$ cat src/rtl/dmareg_pkg.sv
package dmareg_pkg;

    localparam int DATA_W    = 32;
    localparam int ADDR_W    = 12;
    localparam int SLOT_MAX  = 8;
    localparam int GCFG_W    = 3;

    // global word indices
    localparam logic [5:0] GW_STAT    = 6'd0;
    localparam logic [5:0] GW_TCSTAT  = 6'd1;
    localparam logic [5:0] GW_TCCLR   = 6'd2;
    localparam logic [5:0] GW_ERRSTAT = 6'd3;
    localparam logic [5:0] GW_ERRCLR  = 6'd4;
    localparam logic [5:0] GW_TCRAW   = 6'd5;
    localparam logic [5:0] GW_ERRRAW  = 6'd6;
    localparam logic [5:0] GW_ENMAP   = 6'd7;
    localparam logic [5:0] GW_GCFG    = 6'd12;

    // configuration bit positions
    localparam int CFG_EN_BIT      = 0;
    localparam int CFG_ERRMASK_BIT = 14;
    localparam int CFG_TCMASK_BIT  = 15;

    typedef enum logic [2:0] {
        SEL_SRC  = 3'd0,
        SEL_DST  = 3'd1,
        SEL_LINK = 3'd2,
        SEL_CTRL = 3'd3,
        SEL_CFG  = 3'd4
    } chreg_e;

    typedef enum logic [1:0] {
        RGN_GLOBAL,
        RGN_CHAN,
        RGN_ID,
        RGN_NONE
    } region_e;

    typedef struct packed {
        logic [DATA_W-1:0] src;
        logic [DATA_W-1:0] dst;
        logic [DATA_W-1:0] link;
        logic [DATA_W-1:0] ctrl;
        logic [DATA_W-1:0] cfg;
    } chan_regs_t;

    function automatic region_e decode_region(input logic [ADDR_W-1:0] a);
        if (a[11:8] == 4'h0)       return RGN_GLOBAL;
        else if (a[11:8] == 4'h1)  return RGN_CHAN;
        else if (a[11:5] == 7'h7F) return RGN_ID;
        else                       return RGN_NONE;
    endfunction

    function automatic logic [7:0] id_byte(input logic [2:0] idx, input logic two_chan);
        case (idx)
            3'd0:    return two_chan ? 8'h81 : 8'h80;
            3'd1:    return 8'h10;
            3'd2:    return 8'h04;
            3'd3:    return 8'h0A;
            3'd4:    return 8'h0D;
            3'd5:    return 8'hF0;
            3'd6:    return 8'h05;
            default: return 8'hB1;
        endcase
    endfunction

endpackage

$ cat src/rtl/dma_chan_bank.sv
module dma_chan_bank
    import dmareg_pkg::*;
#(
    parameter int NCHAN = 8
) (
    input  logic                          clk,
    input  logic                          rst,
    input  logic                          wr_en,
    input  logic [2:0]                    ch_idx,
    input  logic [2:0]                    reg_sel,
    input  logic [DATA_W-1:0]             wdata,
    output logic [DATA_W-1:0]             rdata,
    output logic [NCHAN-1:0]              en_map,
    output logic [NCHAN-1:0]              tc_mask,
    output logic [NCHAN-1:0]              err_mask,
    output chan_regs_t [NCHAN-1:0]        regs
);

    for (genvar g = 0; g < NCHAN; g++) begin : g_chan
        chan_regs_t r;
        logic       hit;

        assign hit = wr_en && (ch_idx == 3'(g));

        always_ff @(posedge clk) begin
            if (rst) begin
                r <= '0;
            end else if (hit) begin
                case (reg_sel)
                    SEL_SRC:  r.src  <= wdata;
                    SEL_DST:  r.dst  <= wdata;
                    SEL_LINK: r.link <= wdata;
                    SEL_CTRL: r.ctrl <= wdata;
                    SEL_CFG:  r.cfg  <= wdata;
                    default:  ;
                endcase
            end
        end

        assign regs[g]     = r;
        assign en_map[g]   = r.cfg[CFG_EN_BIT];
        assign tc_mask[g]  = r.cfg[CFG_TCMASK_BIT];
        assign err_mask[g] = r.cfg[CFG_ERRMASK_BIT];
    end

    always_comb begin
        chan_regs_t pick;
        logic       found;
        pick  = '0;
        found = 1'b0;
        for (int c = 0; c < NCHAN; c++) begin
            if (ch_idx == 3'(c)) begin
                pick  = regs[c];
                found = 1'b1;
            end
        end
        rdata = '0;
        if (found) begin
            case (reg_sel)
                SEL_SRC:  rdata = pick.src;
                SEL_DST:  rdata = pick.dst;
                SEL_LINK: rdata = pick.link;
                SEL_CTRL: rdata = pick.ctrl;
                SEL_CFG:  rdata = pick.cfg;
                default:  rdata = '0;
            endcase
        end
    end

endmodule

$ cat src/rtl/dma_irq_ctrl.sv
module dma_irq_ctrl
    import dmareg_pkg::*;
#(
    parameter int NCHAN = 8
) (
    input  logic             clk,
    input  logic             rst,
    input  logic [NCHAN-1:0] tc_set,
    input  logic [NCHAN-1:0] err_set,
    input  logic             tc_clr_we,
    input  logic             err_clr_we,
    input  logic [NCHAN-1:0] clr_bits,
    input  logic [NCHAN-1:0] tc_mask,
    input  logic [NCHAN-1:0] err_mask,
    output logic [NCHAN-1:0] tc_raw,
    output logic [NCHAN-1:0] err_raw,
    output logic [NCHAN-1:0] tc_masked,
    output logic [NCHAN-1:0] err_masked,
    output logic             irq_tc,
    output logic             irq_err,
    output logic             irq_any
);

    logic [NCHAN-1:0] tc_clr, err_clr;

    assign tc_clr  = tc_clr_we  ? clr_bits : '0;
    assign err_clr = err_clr_we ? clr_bits : '0;

    // set pulses win over a same-cycle clear
    always_ff @(posedge clk) begin
        if (rst) begin
            tc_raw  <= '0;
            err_raw <= '0;
        end else begin
            tc_raw  <= (tc_raw  & ~tc_clr)  | tc_set;
            err_raw <= (err_raw & ~err_clr) | err_set;
        end
    end

    assign tc_masked  = tc_raw  & tc_mask;
    assign err_masked = err_raw & err_mask;
    assign irq_tc     = |tc_masked;
    assign irq_err    = |err_masked;
    assign irq_any    = irq_tc | irq_err;

endmodule

$ cat src/rtl/dma_global_regs.sv
module dma_global_regs
    import dmareg_pkg::*;
#(
    parameter int NCHAN = 8
) (
    input  logic              clk,
    input  logic              rst,
    input  logic              gcfg_we,
    input  logic [GCFG_W-1:0] gcfg_wdata,
    input  logic [5:0]        word_idx,
    input  logic [NCHAN-1:0]  tc_raw,
    input  logic [NCHAN-1:0]  err_raw,
    input  logic [NCHAN-1:0]  tc_masked,
    input  logic [NCHAN-1:0]  err_masked,
    input  logic [NCHAN-1:0]  en_map,
    output logic [GCFG_W-1:0] gcfg,
    output logic [DATA_W-1:0] rdata
);

    always_ff @(posedge clk) begin
        if (rst)          gcfg <= '0;
        else if (gcfg_we) gcfg <= gcfg_wdata;
    end

    always_comb begin
        case (word_idx)
            GW_STAT:    rdata = DATA_W'(tc_masked | err_masked);
            GW_TCSTAT:  rdata = DATA_W'(tc_masked);
            GW_ERRSTAT: rdata = DATA_W'(err_masked);
            GW_TCRAW:   rdata = DATA_W'(tc_raw);
            GW_ERRRAW:  rdata = DATA_W'(err_raw);
            GW_ENMAP:   rdata = DATA_W'(en_map);
            GW_GCFG:    rdata = DATA_W'(gcfg);
            default:    rdata = '0;
        endcase
    end

endmodule

$ cat src/rtl/dma_regfile.sv
module dma_regfile
    import dmareg_pkg::*;
#(
    parameter int NCHAN = 8
) (
    input  logic              clk,
    input  logic              rst,
    input  logic              bus_sel,
    input  logic              bus_wr,
    input  logic [11:0]       bus_addr,
    input  logic [31:0]       bus_wdata,
    output logic [31:0]       bus_rdata,
    input  logic [NCHAN-1:0]  tc_set,
    input  logic [NCHAN-1:0]  err_set,
    output logic              irq_any,
    output logic              irq_err,
    output logic              irq_tc
);

    localparam logic TWO_CH = (NCHAN == 2);

    region_e           region;
    logic              wr_acc;
    logic [5:0]        word_idx;
    logic [DATA_W-1:0] chan_rdata, glob_rdata;
    logic [NCHAN-1:0]  en_map, tc_mask, err_mask;
    logic [NCHAN-1:0]  tc_raw, err_raw, tc_masked, err_masked;
    logic [GCFG_W-1:0] gcfg;
    chan_regs_t [NCHAN-1:0] regs;

    assign region   = decode_region(bus_addr);
    assign wr_acc   = bus_sel && bus_wr;
    assign word_idx = bus_addr[7:2];

    dma_chan_bank #(.NCHAN(NCHAN)) u_bank (
        .clk      (clk),
        .rst      (rst),
        .wr_en    (wr_acc && region == RGN_CHAN),
        .ch_idx   (bus_addr[7:5]),
        .reg_sel  (bus_addr[4:2]),
        .wdata    (bus_wdata),
        .rdata    (chan_rdata),
        .en_map   (en_map),
        .tc_mask  (tc_mask),
        .err_mask (err_mask),
        .regs     (regs)
    );

    dma_irq_ctrl #(.NCHAN(NCHAN)) u_irq (
        .clk        (clk),
        .rst        (rst),
        .tc_set     (tc_set),
        .err_set    (err_set),
        .tc_clr_we  (wr_acc && region == RGN_GLOBAL && word_idx == GW_TCCLR),
        .err_clr_we (wr_acc && region == RGN_GLOBAL && word_idx == GW_ERRCLR),
        .clr_bits   (bus_wdata[NCHAN-1:0]),
        .tc_mask    (tc_mask),
        .err_mask   (err_mask),
        .tc_raw     (tc_raw),
        .err_raw    (err_raw),
        .tc_masked  (tc_masked),
        .err_masked (err_masked),
        .irq_tc     (irq_tc),
        .irq_err    (irq_err),
        .irq_any    (irq_any)
    );

    dma_global_regs #(.NCHAN(NCHAN)) u_glob (
        .clk        (clk),
        .rst        (rst),
        .gcfg_we    (wr_acc && region == RGN_GLOBAL && word_idx == GW_GCFG),
        .gcfg_wdata (bus_wdata[GCFG_W-1:0]),
        .word_idx   (word_idx),
        .tc_raw     (tc_raw),
        .err_raw    (err_raw),
        .tc_masked  (tc_masked),
        .err_masked (err_masked),
        .en_map     (en_map),
        .gcfg       (gcfg),
        .rdata      (glob_rdata)
    );

    always_comb begin
        case (region)
            RGN_GLOBAL: bus_rdata = glob_rdata;
            RGN_CHAN:   bus_rdata = chan_rdata;
            RGN_ID:     bus_rdata = {24'h0, id_byte(bus_addr[4:2], TWO_CH)};
            default:    bus_rdata = '0;
        endcase
    end

endmodule

$ cat config.mk
export PLATFORM = sky130hd
export DESIGN_NAME = dma_regfile
export DESIGN_NICKNAME = d
export VERILOG_FILES = /design/src/rtl/dmareg_pkg.sv /design/src/rtl/dma_chan_bank.sv /design/src/rtl/dma_irq_ctrl.sv /design/src/rtl/dma_global_regs.sv /design/src/rtl/dma_regfile.sv
export SDC_FILE = /design/constraint.sdc
export NUM_CORES = 2
export LEC_CHECK = 0
export ABC_AREA = 1
export BUFFER_PORTS_ARGS = -buffer_cell sky130_fd_sc_hd__buf_2
export CAP_MARGIN = 15
export CORE_MARGIN = 2
export CORE_UTILIZATION = 30
export CTS_CLUSTER_SIZE = 20
export DETAILED_ROUTE_END_ITERATION = 12
export PLACE_DENSITY_LB_ADDON = 0.08
export SYNTH_ARGS = -nofsm -noshare
export SYNTH_HDL_FRONTEND = slang
export SYNTH_HIERARCHICAL = 1
export SYNTH_SLANG_ARGS = --single-unit
$ cat constraint.sdc
create_clock -name clk -period 5.15 [get_ports clk]
set_input_delay 1.545 -clock clk [delete_from_list [all_inputs] [get_ports clk]]
set_output_delay 1.545 -clock clk [all_outputs]
set_load 0.1 [all_outputs]
Yosys cells after proc, flatten, opt, wreduce, memory -nomap -nowiden --
Cells that the tools add are included. W data, S select, Z words.
Operators by class: $lt $le $gt $ge 0, $add $sub $neg 0, bitwise logic cells 10, multiplexer cells 26, shift operators 0, equal/unequal tests 25, $mul 0, div/mod/pow operators 0, reductions and logical operators 61
Operators with widths (number):
- $mux W160 | 8
- $pmux W32 S7 | 1
- $pmux W32 S5 | 1
- $pmux W32 S3 | 1
- $reduce_and A2 Y1 | 40
- $pmux W8 S7 | 1
- $and A8 B8 Y8 | 4
- $mux W32 | 1
- $eq A6 B3 Y1 const B | 4
- $or A8 B8 Y8 | 3
- $eq A3 B3 Y1 const B | 7
- $mux W8 | 2
- $not A8 Y8 | 2
- $reduce_or A8 Y1 | 2
- $logic_and A1 B1 Y1 | 14
- $eq A3 B2 Y1 const B | 4
- $eq A6 B2 Y1 const B | 2
- $mux W1 | 9
- $eq A7 B7 Y1 const B | 1
- $eq A3 B1 Y1 const B | 2
- $eq A6 B1 Y1 const B | 1
- $eq A6 B4 Y1 const B | 1
- $logic_not A3 Y1 | 2
- $logic_not A6 Y1 | 1
- other kinds (7) | 8
Storage, ports and cells: logic and storage cells 165, register bits after elaboration 1299, memories kept 0, bits in writable memories 0, bits of input ports 64, bits in read-only memories 0, latch bits 0

Longest topological paths before layout --
depth in word-level cells 12, depth in mapped cells 19, depth with buffers taken out 17

Hierarchy --
Netlist, hierarchy kept.
By module, submodules not included:
- dma_chan_bank | cells an instance 8456, area each 56175.1 um2, times used 1
- dma_global_regs | cells an instance 170, area each 890.9 um2, times used 1
- dma_irq_ctrl | cells an instance 133, area each 837.1 um2, times used 1
- dma_regfile | cells an instance 162, area each 686.9 um2, times used 1

Worst setup path after synthesis --
No wires, ideal clock.
path kind input-to-output, from input bus_addr[6], to output bus_rdata[3], required time 3.605 ns, cell stages on the path 16, data arrival time 3.830 ns, slack -0.225 ns, buffers on the path 3, cell sequence buf_2 > inv_2 > nand3_1 > clkinv_1 > clkbuf_1 > clkbuf_1 > nand2_1 > nand4_1 > nand2_1 > nand2_1 > inv_1 > nand2_1 > nand3_1 > nand2_1 > inv_1 > nand3_1
On the way: word-level cells in the longest chain between the ends 12
Ends and longest elaborated chain:
- from (decl) | RTL line dma_regfile.sv:10 | input logic [11:0] bus_addr,
- $logic_not A3 Y1 | RTL line dma_chan_bank.sv:52 | if (ch_idx == 3'(c)) begin
- $mux W160 (8 in a row) | RTL line dma_chan_bank.sv:52
- $pmux W32 S5 | RTL line dma_chan_bank.sv:59 | case (reg_sel)
- $mux W32 (*) | RTL line dma_chan_bank.sv:58 | if (found) begin
- via chan_rdata[3] | RTL line dma_regfile.sv:25 | logic [DATA_W-1:0] chan_rdata, glob_rdata;
- $pmux W32 S3 (*) | RTL line dma_regfile.sv:84 | case (region)
- to (decl) | RTL line dma_regfile.sv:12 | output logic [31:0] bus_rdata,
Mark *: on every way through the listed nets, which the timed path passes. The rest lies on a longest branch.

Worst setup path after layout --
from input bus_addr[6], to output bus_rdata[10]
The elaborated chain is that of the path after synthesis.

==> flow_metrics.py <==
metrics = {
    "clock_network": {
        "htree_levels": 4,
        "clk_latency_ns": 0.80,
        "clk_pin_slew_worst_paths_ns": 0.06,
        "cts_hold_buf": 0,
        "root_buffer": "clkbuf_16",
        "cts_tree": "yes",
        "numCtsBuffers": 158,
        "clkSinkCount": 1299,
        "cts_buffer_depth": 3,
    },
    "layout": {
        "drive_gt1_share_pct": 16.87,
        "syn_to_final_growth_pct": 25.50,
        "fin_nets": 9041,
        "instances_no_fill": 11640,
    },
    "pwr": {
        "p_leak_uw": 0.02775,
        "ir_drop_uv": 260.8,
        "p_per_area_nw_per_um2": 316.8,
    },
    "critical_path": {
        "worstSetupEndpointType": "primary output",
        "critPathKind": "in -> out",
        "start_kind": "input pin",
        "required_ns": 3.61,
        "worst-path-buf-inv": 7,
        "max_stage_delay_ns": 0.28,
        "path_max_fanout": 8,
        "crit_arrival_ns": 3.90,
        "crit_path_frequent_cell": "buf_12",
        "cp_cell_sequence": "buf_12 -> buf_12 -> nor2_4 -> buf_6 -> buf_12 -> nand2_8 -> buf_12 -> clkbuf_16 -> or2_2 -> nand2_2 -> nand3_2 -> nand2_1 -> nand2_1 -> nor2_2 -> nand2_2 -> nand2_4 -> nand2_4 -> buf_12",
        "critPathTopFamily": "simple AND/OR/NAND/NOR gates",
        "cp_slowest_cell": "or2_2",
    },
    "sta": {
        "period_share_pct": 105.7,
        "setup_ws_ns": -0.2931,
        "finalSetupViolCount": 32,
        "skew_ns": 0,
        "slew_headroom_pct": 24.18,
        "drv_slew": 0,
        "tightestPinTransition_ns": 1.137,
        "max_freq_ghz": 0.1837,
        "rsz0062_at_grt": "yes",
        "finalHoldViolations": 0,
        "fin_crit_ns": 5.443,
    },
    "grt": {
        "grt_pass1_vias": 54240,
        "grt_first_pass_wirelength_um": 390400,
        "grt_start_max_net_pins": 138,
        "antenna_found_initial": 16,
        "grt_overflow": 0,
        "grt_use_total_pct": 26.63,
    },
    "synthesis": {
        "yosys_warnings": 6,
        "syn_inst": 8905,
        "syn_avg_cell_area_um2": 6.566,
        "syn_area_um2": 58470,
    },
    "detailed_routing": {
        "drc": 0,
        "post_drt_wl_per_cell_um": 23.43,
        "ant_nets": 0,
        "vias": 59230,
        "drt_pass1_iterations": 6,
        "drt_wl_total_um": 272800,
        "drtIter0Drc": 5873,
        "viasPerCell": 5.087,
    },
    "die": {
        "die_h_um": 445.5,
        "die_w_um": 445.5,
        "io_pins": 99,
        "rows": 162,
        "start_util_pct": 30.08,
        "design.core.area_um2": 194400,
        "die_area_um2": 198400,
    },
    "place": {
        "dpl.hpwl_um": 172000,
        "gp_congestion": 0.8543,
        "placed_cells": 11300,
        "pre_cts_ws_ns": -0.6170,
        "io_buffers": 96,
    },
    "flow_run": {
        "drv_cap": 0,
    },
    "run_status": {
        "status": "finished, violations left",
        "failed_checks": "setup timing",
    },
    "worst_hold_path": {
        "hp-class": "reg -> reg",
    },
}
[cell type report]
type	count	area [um^2]
Antenna cell	1	2.502
Clock buffer	250	4825
Clock inverter	34	385.4
Fill cell	20370	121000
Inverter	434	1700
Multi-Input combinational cell	6424	29960
Sequential cell	1299	26000
Tap cell	2542	3181
Timing Repair Buffer	659	7318
Timing Repair inverter	1	6.256
[path summary, 6_finish.rpt]
check                    startpoint                 to  slack (ns)  depth (start not counted)
setup / recovery        bus_addr[6]      bus_rdata[10]       -0.29                         18
hold / removal    u_bank/regs[1108]  u_bank/regs[1108]        0.45                          2
setup reg to reg    u_irq/tc_raw[6]    u_irq/tc_raw[6]        4.34                          2
hold reg to reg   u_bank/regs[1108]  u_bank/regs[1108]        0.45                          2
[layout by cell type (no fill, tap or decap), types with 16 or more instances in the layout]
| cell | n |
|---|---|
| buf_16 | 16 |
| conb_1 | 24 |
| a211oi_1 | 190 |
| buf_4 | 394 |
| a21oi_1 | 1263 |
| nand2_2 | 207 |
| clkbuf_16 | 166 |
| inv_1 | 380 |
| buf_6 | 27 |
| nand3_2 | 64 |
| clkbuf_8 | 44 |
| nor2_2 | 83 |
| buf_2 | 59 |
| o21ai_0 | 60 |
| nor2_4 | 37 |
| clkbuf_1 | 44 |
| nand4_1 | 232 |
| nand2_1 | 3033 |
| a21oi_2 | 17 |
| inv_2 | 39 |
| nand3_1 | 214 |
| nor2_1 | 812 |
| or2_2 | 72 |
| nand2_4 | 70 |
| buf_12 | 135 |
| dfxtp_1 | 1299 |
| nand3_4 | 19 |
[routing by layer]
metal	vias to the layer above	share of wire, %	track usage, %
met2	1906	46	43.43
met4	2	3.1	7.721
li1	28480	-	-
met3	352	5.4	2.491
met5	-	0.0029	0
met1	28500	45	37.22
[what timing repair did]
item / 4_1_cts / 5_1_grt
cloned: 18 / 5
gates resized for setup: 514 / 170
pin swaps: 191 / 176
endpoints found under the setup margin: 32 / 32
buffers inserted: 36 / 12
[power by group]
part | switching, uW | leakage, uW | total (uW) | internal [uW]
clock | 4710 | 0.00256 | 11300 | 6630
sequential | 11.2 | 0.0105 | 10100 | 10100
combinational | 1320 | 0.0147 | 1840 | 526
total | 6040 | 0.0277 | 23200 | 17200
[per-stage QoR]
step | hold WS [ns] | cell area, um^2 | util [%] | setup TNS (ns) | power, uW
6_report | 0.4533 | 73380 | 37.75 | -6.850 | 23250
5_1_grt | 0.4699 | 73380 | 37.75 | -8.686 | 23920
4_1_cts | 0.4563 | 72600 | 37.35 | -7.379 | 23440
3_5_place_dp | 0.4472 | 64800 | 33.34 | -16.73 | 11910
3_3_place_gp | 0.4423 | 64800 | 33.34 | -16.89 | 11910
2_1_floorplan | 0.4338 | 58650 | - | 0 | 10990
[sequential cells by signal, indices dropped and copies added, names as in the netlist]
name	cells
u_bank/en_map	8
u_bank/err_mask	8
u_bank/regs	1264
u_glob/gcfg	3
u_irq/err_raw	8
u_irq/tc_raw	8
[worst register-to-register path: stages, from the launching register on]
cell and delay, ns:
dfxtp_1 0.46, o21ai_0 0.16, a21oi_2 0.13
Power figures use the tool's default switching activity.
